--- src/rtl/tspid_filter.sv ---
module tspid_filter #(
  parameter int NENT  = 16,
  parameter int PID_W = 13
) (
  input  logic        clk,
  input  logic        rst_n,
  input  logic        reg_wr,
  input  logic        reg_rd,
  input  logic        reg_sel,
  input  logic [31:0] reg_wdata,
  output logic [31:0] reg_rdata,
  input  logic        in_valid,
  input  logic        in_sop,
  input  logic [7:0]  in_data,
  output logic        out_valid,
  output logic        out_sop,
  output logic [7:0]  out_data,
  output logic [2:0]  out_buf
);
  localparam int PW = $clog2(NENT);

  logic             en;
  logic [2:0]       wbuf;
  logic [PW-1:0]    rdp, wrp;
  logic [PID_W-1:0] tbl [NENT];
  logic [NENT-1:0]  used;

  wire csr_wr = reg_wr & ~reg_sel;
  wire tab_wr = reg_wr & reg_sel & ~en;
  wire tab_rd = reg_rd & reg_sel & ~en;
  wire clr    = csr_wr & reg_wdata[1];

  always_ff @(posedge clk or negedge rst_n) begin
    if (!rst_n) begin
      en   <= 1'b0;
      wbuf <= '0;
      rdp  <= '0;
      wrp  <= '0;
    end else begin
      if (csr_wr) begin
        en   <= reg_wdata[0];
        wbuf <= reg_wdata[6:4];
      end
      if (clr) begin
        rdp <= '0;
        wrp <= '0;
      end else begin
        if (tab_wr) wrp <= wrp + PW'(1);
        if (csr_wr & reg_wdata[0] & ~en) rdp <= '0;
        else if (tab_rd)                 rdp <= rdp + PW'(1);
      end
    end
  end

  always_ff @(posedge clk or negedge rst_n) begin
    if (!rst_n) begin
      for (int i = 0; i < NENT; i++) tbl[i] <= '0;
      used <= '0;
    end else if (clr) begin
      for (int i = 0; i < NENT; i++) tbl[i] <= '0;
      used <= '0;
    end else if (tab_wr) begin
      tbl[wrp]  <= reg_wdata[PID_W-1:0];
      used[wrp] <= 1'b1;
    end
  end

  assign reg_rdata = reg_sel ? 32'(tbl[rdp])
                             : {16'b0, 4'(rdp), 4'(wrp), 1'b0, wbuf, 3'b0, en};

  // byte index within packet: 0,1,2, then 3 meaning "past the identifier"
  logic [1:0]       idx;
  logic [4:0]       pid_hi;
  logic             pass, hit;
  logic [8:0]       p0, p1, p2;
  logic [2:0]       pv;
  wire  [1:0]       bi  = in_sop ? 2'd0 : idx;
  wire  [PID_W-1:0] pid = PID_W'({pid_hi, in_data});

  always_comb begin
    hit = 1'b0;
    for (int i = 0; i < NENT; i++)
      if (used[i] && tbl[i] == pid) hit = 1'b1;
  end

  always_ff @(posedge clk or negedge rst_n) begin
    if (!rst_n) begin
      idx       <= 2'd3;
      pid_hi    <= '0;
      pass      <= 1'b0;
      p0        <= '0;
      p1        <= '0;
      p2        <= '0;
      pv        <= '0;
      out_valid <= 1'b0;
      out_sop   <= 1'b0;
      out_data  <= '0;
      out_buf   <= '0;
    end else if (in_valid) begin
      p0        <= {in_sop, in_data};
      p1        <= p0;
      p2        <= p1;
      pv        <= {pv[1:0], 1'b1};
      idx       <= (bi == 2'd3) ? 2'd3 : bi + 2'd1;
      if (bi == 2'd1) pid_hi <= in_data[4:0];
      if (bi == 2'd2) pass   <= ~en | hit;
      out_valid <= pv[2] & pass;
      out_sop   <= p2[8];
      out_data  <= p2[7:0];
      out_buf   <= wbuf;
    end else begin
      out_valid <= 1'b0;
    end
  end
endmodule

--- config.mk ---
export PLATFORM = sky130hd
export DESIGN_NAME = tspid_filter
export DESIGN_NICKNAME = d
export VERILOG_FILES = /design/src/rtl/tspid_filter.sv
export SDC_FILE = /design/constraint.sdc
export NUM_CORES = 1
export LEC_CHECK = 0
export BUFFER_PORTS_ARGS = -buffer_cell sky130_fd_sc_hd__buf_2
export CAP_MARGIN = 20
export CORE_MARGIN = 5
export CORE_UTILIZATION = 50
export CTS_BUF_LIST = sky130_fd_sc_hd__clkbuf_4
export DETAILED_ROUTE_END_ITERATION = 10
export GPL_ROUTABILITY_DRIVEN = 0
export HOLD_SLACK_MARGIN = 0.02
export PLACE_DENSITY_LB_ADDON = 0.08
export REMOVE_ABC_BUFFERS = 1
export SETUP_SLACK_MARGIN = 0.02
export SYNTH_ARGS = -nofsm -noshare
export SYNTH_HDL_FRONTEND = slang
export SYNTH_SLANG_ARGS = --single-unit
--- constraint.sdc ---
create_clock -name clk -period 4.65 [get_ports clk]
set_input_delay 0.465 -clock clk [delete_from_list [all_inputs] [get_ports clk]]
set_output_delay 0.465 -clock clk [all_outputs]
set_load 0.01 [all_outputs]
==> reports/qor.txt, run 1 <==
===========================================================================================
Ratio of routed vias to standard cells .......................................         5.91
Final nets ...................................................................         1688
Post-Syn Area ................................................................    15600 µm²
Area growth, synth to finish .................................................        9.30%
Count of placed standard cells in the final layout, fillers left out .........         2087
HPWL after detailed placement ................................................     32300 µm
Buffer type at the clock tree root ........................................... sky130_fd_sc_hd__clkbuf_4
CP cell instances ............................................................ buf_12 > mux4_2 > mux4_2 > mux2_2 > buf_2
Number of design-rule violations left by the first detailed-router iteration .         1291
H-tree levels ................................................................            3
Clock Latency Late Sink ......................................................      0.71 ns
Post-DP Area .................................................................    16000 µm²
Largest area contributor in the netlist ...................................... sky130_fd_sc_hd__dfrtp_1
Crit path capture type .......................................................  output port
Total via count in the routed design .........................................        12300
PD cells .....................................................................   421 nW/µm²
I/O pin count ................................................................           92
Largest incremental delay on the critical path ...............................      0.83 ns
Total Routed Length ..........................................................     49800 µm
Post CTS Setup Buffer Count ..................................................            0
Share of layout cells above drive strength 1 .................................        0.199
Slowest stage cell on the critical path ...................................... sky130_fd_sc_hd__dfrtp_4
Number of buffers created by CTS .............................................           80
Worst-path maximum fanout ....................................................           31
Die footprint ................................................................    34800 µm²
Final Hold Viols .............................................................            0
Worst Path Arrival ...........................................................      3.50 ns
CP bufs+invs .................................................................            2
Dominant combinational cell family by area after synthesis ................... simple AND/OR/NAND/NOR gates
Part of the Yosys area used for sequential elements ..........................        0.462
First-pass GRT wire length ...................................................     75600 µm
Fraction of power consumed by combinational cells ............................        0.243
Family with the most delay on the worst path ................................. multiplexers
Number of synthesis warnings .................................................            0
Rows .........................................................................           64
Synthesized-area fraction occupied by adder cells ............................      0.00402
Leakage power ................................................................      7.00 nW
Top-area cell type share of the netlist area .................................        0.458
Vias in the first global route ...............................................        12100
Floorplan die width ..........................................................       186 µm
Commonest cells in the netlist ............................................... sky130_fd_sc_hd__nand2_1, sky130_fd_sc_hd__dfrtp_1, sky130_fd_sc_hd__a21oi_1
Worst-margin pin slew ........................................................      1.20 ns
Ys async rst share ...........................................................         1.00
Post-DRT Antenna Nets ........................................................            0
Total number of clock tree sinks .............................................          287
Crit-path most repeated cell ................................................. sky130_fd_sc_hd__mux4_2
Required time at the endpoint of the critical path ...........................      4.18 ns
Min-delay worst type ......................................................... input pin to register
Total of endpoints with negative setup slack in the final report .............            0
Switching Share ..............................................................        0.337
Max VDD drop .................................................................       192 µV
Simple-gate share of the synthesized area ....................................        0.155
Grt ovf ......................................................................            0
Synth Flop Type .............................................................. sky130_fd_sc_hd__dfrtp_1
Critical path class .......................................................... register to output port
Pin count of the biggest net entering global routing .........................          229
Xor and xnor fraction of the mapped netlist area .............................        0.116
Count of flip-flops with a built-in enable after synthesis ...................            0
Total iterations of the first detailed-routing run ...........................            8
Post-synthesis sequential element count ......................................          287
Share of total power in the clock network ....................................        0.317
Distinct cells, synth ........................................................           37
Starting Density .............................................................        0.508
Syn Inst Count ...............................................................         1604
CTS Buffer Depth .............................................................            3
Antenna violations before repair .............................................            3
Detailed-route DRC error count ...............................................            0
Pint .........................................................................      4.75 mW
Total instance count after detailed placement ................................         1948
Routed length per placed instance ............................................      23.8 µm
Max Clock Skew ...............................................................    0.0386 ns
Mux contribution to synthesized area .........................................        0.134
Total core area ..............................................................    30700 µm²
Mean instance size in the synthesized netlist ................................     9.71 µm²
Count of input and output buffers ............................................           56
Post-route cell area .........................................................    17000 µm²
Post-route setup TNS .........................................................         0 ns
Startpoint type of the worst setup path ......................................     register
Max Cap Violations ...........................................................            0
Compound-cell area share of the yosys netlist ................................       0.0809
Sequential share of power ....................................................        0.440
Total net switching power ....................................................      2.41 mW
Max-Slew Margin vs Limit .....................................................        0.194
Die Y ........................................................................       186 µm
Max Slew Vio Count ...........................................................            0
Fmax .........................................................................    0.252 GHz
Total routing usage reported by global routing ...............................        0.280
Outcome ...................................................................... finished clean
Clock transition at the registers of the reported paths ......................      0.07 ns
Tcrit/Tclk final .............................................................        0.853
CTS tree .....................................................................         done
Unrepaired setup endpoints after global routing ..............................        false
Final critical path time including I/O delays and setup ......................      3.97 ns
Top-count cell post-synth .................................................... sky130_fd_sc_hd__nand2_1
Fill count ...................................................................         2776
R2r setup slk ................................................................      1.70 ns
Largest cells by area after synthesis ........................................ sky130_fd_sc_hd__dfrtp_1, sky130_fd_sc_hd__nand2_1, sky130_fd_sc_hd__mux4_2
===========================================================================================
layout by cell type, fill, tap and decap left out, types with 3 or more instances in the layout:
cell	synthesis	layout
sky130_fd_sc_hd__nand2_1	403	403
sky130_fd_sc_hd__dfrtp_1	285	283
sky130_fd_sc_hd__a21oi_1	198	198
sky130_fd_sc_hd__xnor2_1	153	153
sky130_fd_sc_hd__clkbuf_4	0	113
sky130_fd_sc_hd__nor2_1	82	81
sky130_fd_sc_hd__mux4_2	65	65
sky130_fd_sc_hd__mux2_2	55	55
sky130_fd_sc_hd__buf_2	34	55
sky130_fd_sc_hd__xor2_1	53	53
sky130_fd_sc_hd__nand4_1	45	45
sky130_fd_sc_hd__buf_4	17	27
sky130_fd_sc_hd__nor4_1	19	19
sky130_fd_sc_hd__clkinv_1	1	16
sky130_fd_sc_hd__a211oi_1	16	16
sky130_fd_sc_hd__conb_1	1	16
sky130_fd_sc_hd__nand3_1	12	12
sky130_fd_sc_hd__inv_1	11	11
sky130_fd_sc_hd__o21ai_0	8	8
sky130_fd_sc_hd__nor2b_1	5	5
sky130_fd_sc_hd__a41oi_1	5	5
sky130_fd_sc_hd__ha_1	5	5
sky130_fd_sc_hd__and2_1	4	4
sky130_fd_sc_hd__buf_12	0	4
sky130_fd_sc_hd__and3_1	3	3
sky130_fd_sc_hd__nand2b_1	3	3
sky130_fd_sc_hd__nor3_2	1	3
sky130_fd_sc_hd__nor3_1	5	3
logic make-up (layout without fill, tap and decap cells):
family	Yosys count	count (layout)
muxes	121	121
xor gates and xnor gates	206	206
and+or+nand+nor	583	583
other	1	18
AOI/OAI and AO/OA	235	235
adders and majority gates	5	5
DFF	287	287
buffers and inverters	166	236
sequential cells by signal (all words and copies together) (netlist names):
name and count:
wrp 4, out_sop 1, pass 1, tbl 208
out_data 8, p0 9, pid_hi 5, out_valid 1
pv 3, out_buf 3, p1 9, used 16
rdp 4, wbuf 3, en 1, p2 9
idx 2
worst paths after layout:
check,start,endpoint,cells after the start
max reg2reg,pid_hi[3],pass,6
max in group asynchronous,rst_n,tbl[1],3
min,reg_wdata[3],tbl[55],3
max,rdp[0],reg_rdata[4],5
min reg2reg,pv[0],pv[0],1
min in group asynchronous,rst_n,out_data[1],2
what timing repair did:
| item | in CTS | in global routing |
|---|---|---|
| hold buffers | 2 | 0 |
| endpoints found under the hold margin | 114 | 0 |
| endpoints found under the setup margin | 0 | 0 |
| gates resized for setup | 0 | 0 |
stage by stage:
step / setup slack, ns / hold WS [ns] / total power, mW / util
final: 0.685 / 0.187 / 7.16 / 0.555
after global routing: 0.514 / 0.177 / 7.50 / 0.555
after CTS: 0.639 / 0.147 / 7.20 / 0.555
after detailed placement: 1.43 / 0.451 / 4.92 / 0.522
after global placement: 1.44 / 0.447 / 4.89 / 0.522
after floorplan: -3.62 / 0.169 / 4.20 / -
layer usage:
layer,up-vias,track usage,share of wire,routed length [µm]
met5,-,0,0.00016,8
met4,2,0.0956,0.035,1750
met3,102,0.0708,0.094,4670
met2,576,0.414,0.45,22200
met1,6158,0.405,0.42,21100
li1,5495,-,-,-
power by group through the flow:
stage / logic, mW / clock network (mW) / registers, mW
2_1_floorplan: 1.03 / 0 / 3.18
3_3_place_gp: 1.71 / 0 / 3.18
3_5_place_dp: 1.73 / 0 / 3.19
4_1_cts: 1.74 / 2.32 / 3.14
5_1_grt: 1.86 / 2.46 / 3.19
6_report: 1.74 / 2.27 / 3.15
worst register-to-register path, delay by kind of cell (launching register included):
| kind | cells | cell delay (ns) |
|---|---|---|
| AND/OR/NAND/NOR | 3 | 1.45 |
| flip-flops | 1 | 0.80 |
| XOR/XNOR | 1 | 0.20 |
| AO/OA/AOI/OAI | 2 | 0.40 |
area by class of cell:
cell class | count | area (µm²) | area share
clock buffers | 113 | 848 | 0.0499
well taps | 396 | 495 | 0.0291
multi-input cells | 1166 | 7710 | 0.453
diodes | 2 | 5.00 | 0.000294
repair buffers | 89 | 593 | 0.0349
inverters | 12 | 45.0 | 0.00265
clock inverters | 22 | 126 | 0.00743
flip-flops and latches | 287 | 7190 | 0.423
Note: power is estimated with default switching activity, not from simulation.
==> inputs of run 2 (changes only) <==
--- a/config.mk
+++ b/config.mk
@@ -7,7 +7,7 @@
 export LEC_CHECK = 0
 export BUFFER_PORTS_ARGS = -buffer_cell sky130_fd_sc_hd__buf_2
 export CAP_MARGIN = 20
-export CORE_MARGIN = 5
+export CORE_MARGIN = 4
 export CORE_UTILIZATION = 50
 export CTS_BUF_LIST = sky130_fd_sc_hd__clkbuf_4
 export DETAILED_ROUTE_END_ITERATION = 10
==> reports/qor.txt, run 2 (synthesized netlist as in run 1, its figures left out) <==
===========================================================================================
Largest regs ................................................................. tbl (208), used (16)
Worst-path maximum fanout ....................................................           31
First-pass GRT wire length ...................................................     73900 µm
Largest incremental delay on the critical path ...............................      0.89 ns
Die Y ........................................................................       184 µm
Unrepaired setup endpoints after global routing ..............................        false
H-tree levels ................................................................            3
Most common cell after layout, fill and taps aside ........................... sky130_fd_sc_hd__nand2_1
Total Routed Length ..........................................................     49100 µm
Tightest hold margin .........................................................     0.204 ns
Vias in the first global route ...............................................        11900
CTS tree .....................................................................         done
Post-DP Area .................................................................    16000 µm²
Total core area ..............................................................    30700 µm²
Number of flip-flops in the largest register .................................          208
Die footprint ................................................................    34000 µm²
Post-route cell area .........................................................    17100 µm²
Final nets ...................................................................         1690
Clock transition at the registers of the reported paths ......................      0.08 ns
I/O pin count ................................................................           92
Number of design-rule violations left by the first detailed-router iteration .         1213
Startpoint type of the worst setup path ......................................     register
Tcrit/Tclk final .............................................................        0.853
Grt ovf ......................................................................            0
Max-Slew Margin vs Limit .....................................................       0.0608
Fmax .........................................................................    0.252 GHz
R2r setup slk ................................................................      1.67 ns
Final critical path time including I/O delays and setup ......................      3.97 ns
Area growth, synth to finish .................................................        9.78%
Total routing usage reported by global routing ...............................        0.291
Max Cap Violations ...........................................................            0
Total iterations of the first detailed-routing run ...........................            6
Worst-margin pin slew ........................................................      1.41 ns
Critical path class .......................................................... register to output port
HPWL after detailed placement ................................................     31900 µm
Rows .........................................................................           64
Final Hold Viols .............................................................            0
Setup slack of the critical path after layout ................................     0.684 ns
Max Clock Skew ...............................................................    0.0316 ns
Crit-path most repeated cell ................................................. sky130_fd_sc_hd__mux4_2
Worst Path Arrival ...........................................................      3.50 ns
Ratio of routed vias to standard cells .......................................         5.82
Max VDD drop .................................................................       195 µV
Floorplan die width ..........................................................       184 µm
Min-delay worst type ......................................................... input pin to register
Antenna violations before repair .............................................            4
Count of input and output buffers ............................................           56
Pre-CTS setup slack ..........................................................      1.39 ns
Number of buffers created by CTS .............................................           80
Share of layout cells above drive strength 1 .................................        0.203
Buffer type at the clock tree root ........................................... sky130_fd_sc_hd__clkbuf_4
Total of endpoints with negative setup slack in the final report .............            0
Clock Latency Late Sink ......................................................      0.71 ns
CTS Buffer Depth .............................................................            3
CP cell instances ............................................................ buf_4 > mux4_2 > mux4_2 > mux2_2 > buf_2
Post CTS Setup Buffer Count ..................................................            0
Most frequent cells in the layout ............................................ sky130_fd_sc_hd__nand2_1, sky130_fd_sc_hd__dfrtp_1, sky130_fd_sc_hd__a21oi_1
Total number of clock tree sinks .............................................          287
Register with the most flip-flops ............................................          tbl
Family with the most delay on the worst path ................................. multiplexers
Slowest stage cell on the critical path ...................................... sky130_fd_sc_hd__dfrtp_4
Leakage power ................................................................      7.04 nW
Count of placed standard cells in the final layout, fillers left out .........         2099
Total instance count after detailed placement ................................         1950
CP bufs+invs .................................................................            2
PD cells .....................................................................   426 nW/µm²
Crit path capture type .......................................................  output port
Max Slew Vio Count ...........................................................            0
Starting Density .............................................................        0.508
Post-DRT Antenna Nets ........................................................            0
Routed length per placed instance ............................................      23.4 µm
Pin count of the biggest net entering global routing .........................          229
Detailed-route DRC error count ...............................................            0
Outcome ...................................................................... finished clean
Required time at the endpoint of the critical path ...........................      4.18 ns
Total via count in the routed design .........................................        12200
===========================================================================================
run 2: cell count changes in the layout (fill, tap and decap cells not counted), moves of 2 or more:
cell                       change
sky130_fd_sc_hd__buf_12        -2
sky130_fd_sc_hd__buf_4         +4
sky130_fd_sc_hd__clkbuf_4      +6
sky130_fd_sc_hd__clkinv_1      +2
sky130_fd_sc_hd__clkinv_2      +2
run 2: worst reg2reg max path: stages, from the launching register on:
cell,delay (ns)
sky130_fd_sc_hd__dfrtp_1,0.87
sky130_fd_sc_hd__buf_4,0.34
sky130_fd_sc_hd__xnor2_1,0.16
sky130_fd_sc_hd__nand4_1,0.10
sky130_fd_sc_hd__nor4_1,0.91
sky130_fd_sc_hd__a31oi_1,0.14
sky130_fd_sc_hd__nand4_1,0.23
sky130_fd_sc_hd__o32a_1,0.19
run 2: power by group:
| group | switching, mW | total [mW] | internal, mW |
|---|---|---|---|
| sequential | 0.454 | 3.20 | 2.75 |
| clock | 1.12 | 2.41 | 1.29 |
| combinational | 0.862 | 1.68 | 0.816 |
| total | 2.43 | 7.29 | 4.85 |
run 2: area by class of cell:
class,instances,area (µm²)
clock buffers,119,893
inverters,12,45.0
diodes,2,5.00
repair buffers,91,583
clock inverters,26,169
well taps,396,495
flip-flops and latches,287,7190
multi-input cells,1166,7710
fillers,2790,13600
run 2: what timing repair did:
item	CTS	global route
hold endpoints to repair	119	0
hold buffers	2	0
resized for setup	0	0
run 2: worst paths after layout:
check,start,to,cells after the start
setup / recovery,rdp[0],reg_rdata[12],5
hold / removal,reg_wdata[12],tbl[51],3
setup reg to reg,pid_hi[0],pass,7
hold reg to reg,pv[0],pv[0],1
max in group asynchronous,rst_n,tbl[9],3
min in group asynchronous,rst_n,out_data[1],2
run 2: per-stage QoR:
stage	power [mW]	TNS, ns	util
after floorplan	4.20	-783.98	-
after global placement	4.89	0	0.522
after detailed placement	4.91	0	0.522
after CTS	7.33	0	0.557
after global routing	7.65	0	0.557
final	7.29	0	0.557
run 2: metal layers:
layer / track usage / share of wire / up-vias
met4: 0.116 / 0.037 / 4
met3: 0.0809 / 0.094 / 109
met5: 0 / 0.00047 / -
li1: - / - / 5497
met1: 0.409 / 0.42 / 6029
met2: 0.429 / 0.45 / 581
==> inputs of run 3 (changes only) <==
--- a/config.mk
+++ b/config.mk
@@ -13,7 +13,7 @@
 export DETAILED_ROUTE_END_ITERATION = 10
 export GPL_ROUTABILITY_DRIVEN = 0
 export HOLD_SLACK_MARGIN = 0.02
-export PLACE_DENSITY_LB_ADDON = 0.08
+export PLACE_DENSITY = 0.74
 export REMOVE_ABC_BUFFERS = 1
 export SETUP_SLACK_MARGIN = 0.02
 export SYNTH_ARGS = -nofsm -noshare
==> reports/qor.txt, run 3 (synthesized netlist as in run 1, its figures left out) <==
===========================================================================================
Outcome ...................................................................... finished clean
Worst-path maximum fanout ....................................................           32
Leakage power ................................................................      6.97 nW
Post-DRT Antenna Nets ........................................................            0
Utilization after layout .....................................................        0.554
First-pass GRT wire length ...................................................     72700 µm
Final nets ...................................................................         1682
Clock Latency Late Sink ......................................................      0.73 ns
Tcrit/Tclk final .............................................................        0.844
Count of input and output buffers ............................................           56
Total routing usage reported by global routing ...............................        0.278
Post-route setup TNS .........................................................         0 ns
Buffer type at the clock tree root ........................................... sky130_fd_sc_hd__clkbuf_4
Rows .........................................................................           64
Total Routed Length ..........................................................     47300 µm
Pin count of the biggest net entering global routing .........................          142
Unrepaired setup endpoints after global routing ..............................        false
H-tree levels ................................................................            3
Final critical path time including I/O delays and setup ......................      3.92 ns
Total instance count after detailed placement ................................         1943
Detailed-route DRC error count ...............................................            0
Area growth, synth to finish .................................................        9.20%
Die footprint ................................................................    34000 µm²
Fmax .........................................................................    0.255 GHz
Antenna violations before repair .............................................            3
Max Cap Violations ...........................................................            0
Min-delay worst type ......................................................... input pin to register
Max-Slew Margin vs Limit .....................................................        0.274
Number of design-rule violations left by the first detailed-router iteration .         1909
Area of the multi-input gates ................................................     7700 µm²
Max Slew Vio Count ...........................................................            0
Number of flip-flops in the largest register .................................          208
Total iterations of the first detailed-routing run ...........................            6
Vias in the first global route ...............................................        12500
Fill count ...................................................................         2623
CTS tree .....................................................................         done
Clock transition at the registers of the reported paths ......................      0.07 ns
Required time at the endpoint of the critical path ...........................      4.18 ns
Max VDD drop .................................................................       219 µV
HPWL after detailed placement ................................................     30600 µm
Most common cell after layout, fill and taps aside ........................... sky130_fd_sc_hd__nand2_1
Most frequent cells in the layout ............................................ sky130_fd_sc_hd__nand2_1, sky130_fd_sc_hd__dfrtp_1, sky130_fd_sc_hd__a21oi_1
Startpoint type of the worst setup path ......................................     register
PD cells .....................................................................   418 nW/µm²
Worst Path Arrival ...........................................................      3.46 ns
Register with the most flip-flops ............................................          tbl
Count of placed standard cells in the final layout, fillers left out .........         2082
Post CTS Setup Buffer Count ..................................................            0
Worst-margin pin slew ........................................................      1.09 ns
Largest regs ................................................................. tbl (208), used (16)
R2r setup slk ................................................................      1.66 ns
Final Hold Viols .............................................................            0
Crit path capture type .......................................................  output port
Total of endpoints with negative setup slack in the final report .............            0
Share of layout cells above drive strength 1 .................................        0.195
Sequential cell area in the final layout .....................................     7190 µm²
Starting Density .............................................................        0.508
Max Clock Skew ...............................................................    0.0458 ns
CTS Buffer Depth .............................................................            3
Total core area ..............................................................    30700 µm²
Grt ovf ......................................................................            0
Die Y ........................................................................       184 µm
Critical path class .......................................................... register to output port
Number of buffers created by CTS .............................................           78
Routed length per placed instance ............................................      22.7 µm
Floorplan die width ..........................................................       184 µm
I/O pin count ................................................................           92
Total number of clock tree sinks .............................................          287
Ratio of routed vias to standard cells .......................................         6.13
Total via count in the routed design .........................................        12800
===========================================================================================
run 3: cell count changes in the layout (fill, tap and decap cells not counted), sizes merged:
| cell | delta |
|---|---|
| clkbuf | -11 |
| inv | +2 |
| clkinvlp | -1 |
| clkinv | +1 |
| diode | -1 |
| buf | -6 |
| bufinv | -1 |
run 3: timing repair:
item	in CTS	in global routing
resized for setup	0	0
hold buffers	2	0
hold endpoints to repair	131	0
run 3: metrics by stage:
stage | total power, mW | cell area, µm² | hold slack, ns | setup WS, ns
after detailed placement | 4.87 | 16000 | 0.451 | 1.49
after global placement | 4.82 | 16000 | 0.446 | 1.49
after floorplan | 4.20 | 14900 | 0.169 | -3.62
final | 7.10 | 17000 | 0.181 | 0.726
after CTS | 7.11 | 17000 | 0.150 | 0.707
after global routing | 7.43 | 17000 | 0.155 | 0.572
run 3: cell type report:
class,count,area share
flip-flops and latches,287,0.423
multi-input cells,1166,0.453
clock inverters,27,0.00935
clock buffers,108,0.0477
repair buffers,85,0.0350
diodes,1,0.000147
inverters,12,0.00265
well taps,396,0.0291
run 3: critical path, stage by stage (launching register included):
cell	delay, ns
sky130_fd_sc_hd__dfrtp_4	0.75
sky130_fd_sc_hd__buf_12	0.33
sky130_fd_sc_hd__mux4_2	0.61
sky130_fd_sc_hd__mux4_2	0.54
sky130_fd_sc_hd__mux2_2	0.29
sky130_fd_sc_hd__buf_2	0.14
run 3: path summary, 6_finish.rpt:
check	depth (start not counted)	startpoint	endpoint
worst max register to register	6	pid_hi[4]	pass
worst max-delay path	5	rdp[0]	reg_rdata[12]
worst min register to register	1	pv[0]	pv[0]
min in group asynchronous	2	rst_n	tbl[201]
worst min-delay path	3	reg_wdata[11]	tbl[128]
max in group asynchronous	3	rst_n	tbl[1]
run 3: report_power, final:
part | switching (mW) | internal [mW] | total [mW] | leakage [nW]
Clock | 1.10 | 1.14 | 2.24 | 0.567
Combinational | 0.897 | 0.821 | 1.72 | 2.55
Sequential | 0.398 | 2.75 | 3.14 | 3.85
run 3: routing by layer:
| metal | up-vias | GRT usage | wire [µm] |
|---|---|---|---|
| met5 | - | 0 | 23 |
| met2 | 832 | 0.414 | 21200 |
| met3 | 145 | 0.0744 | 5810 |
| met4 | 4 | 0.118 | 1970 |
| li1 | 5477 | - | - |
| met1 | 6305 | 0.388 | 18300 |
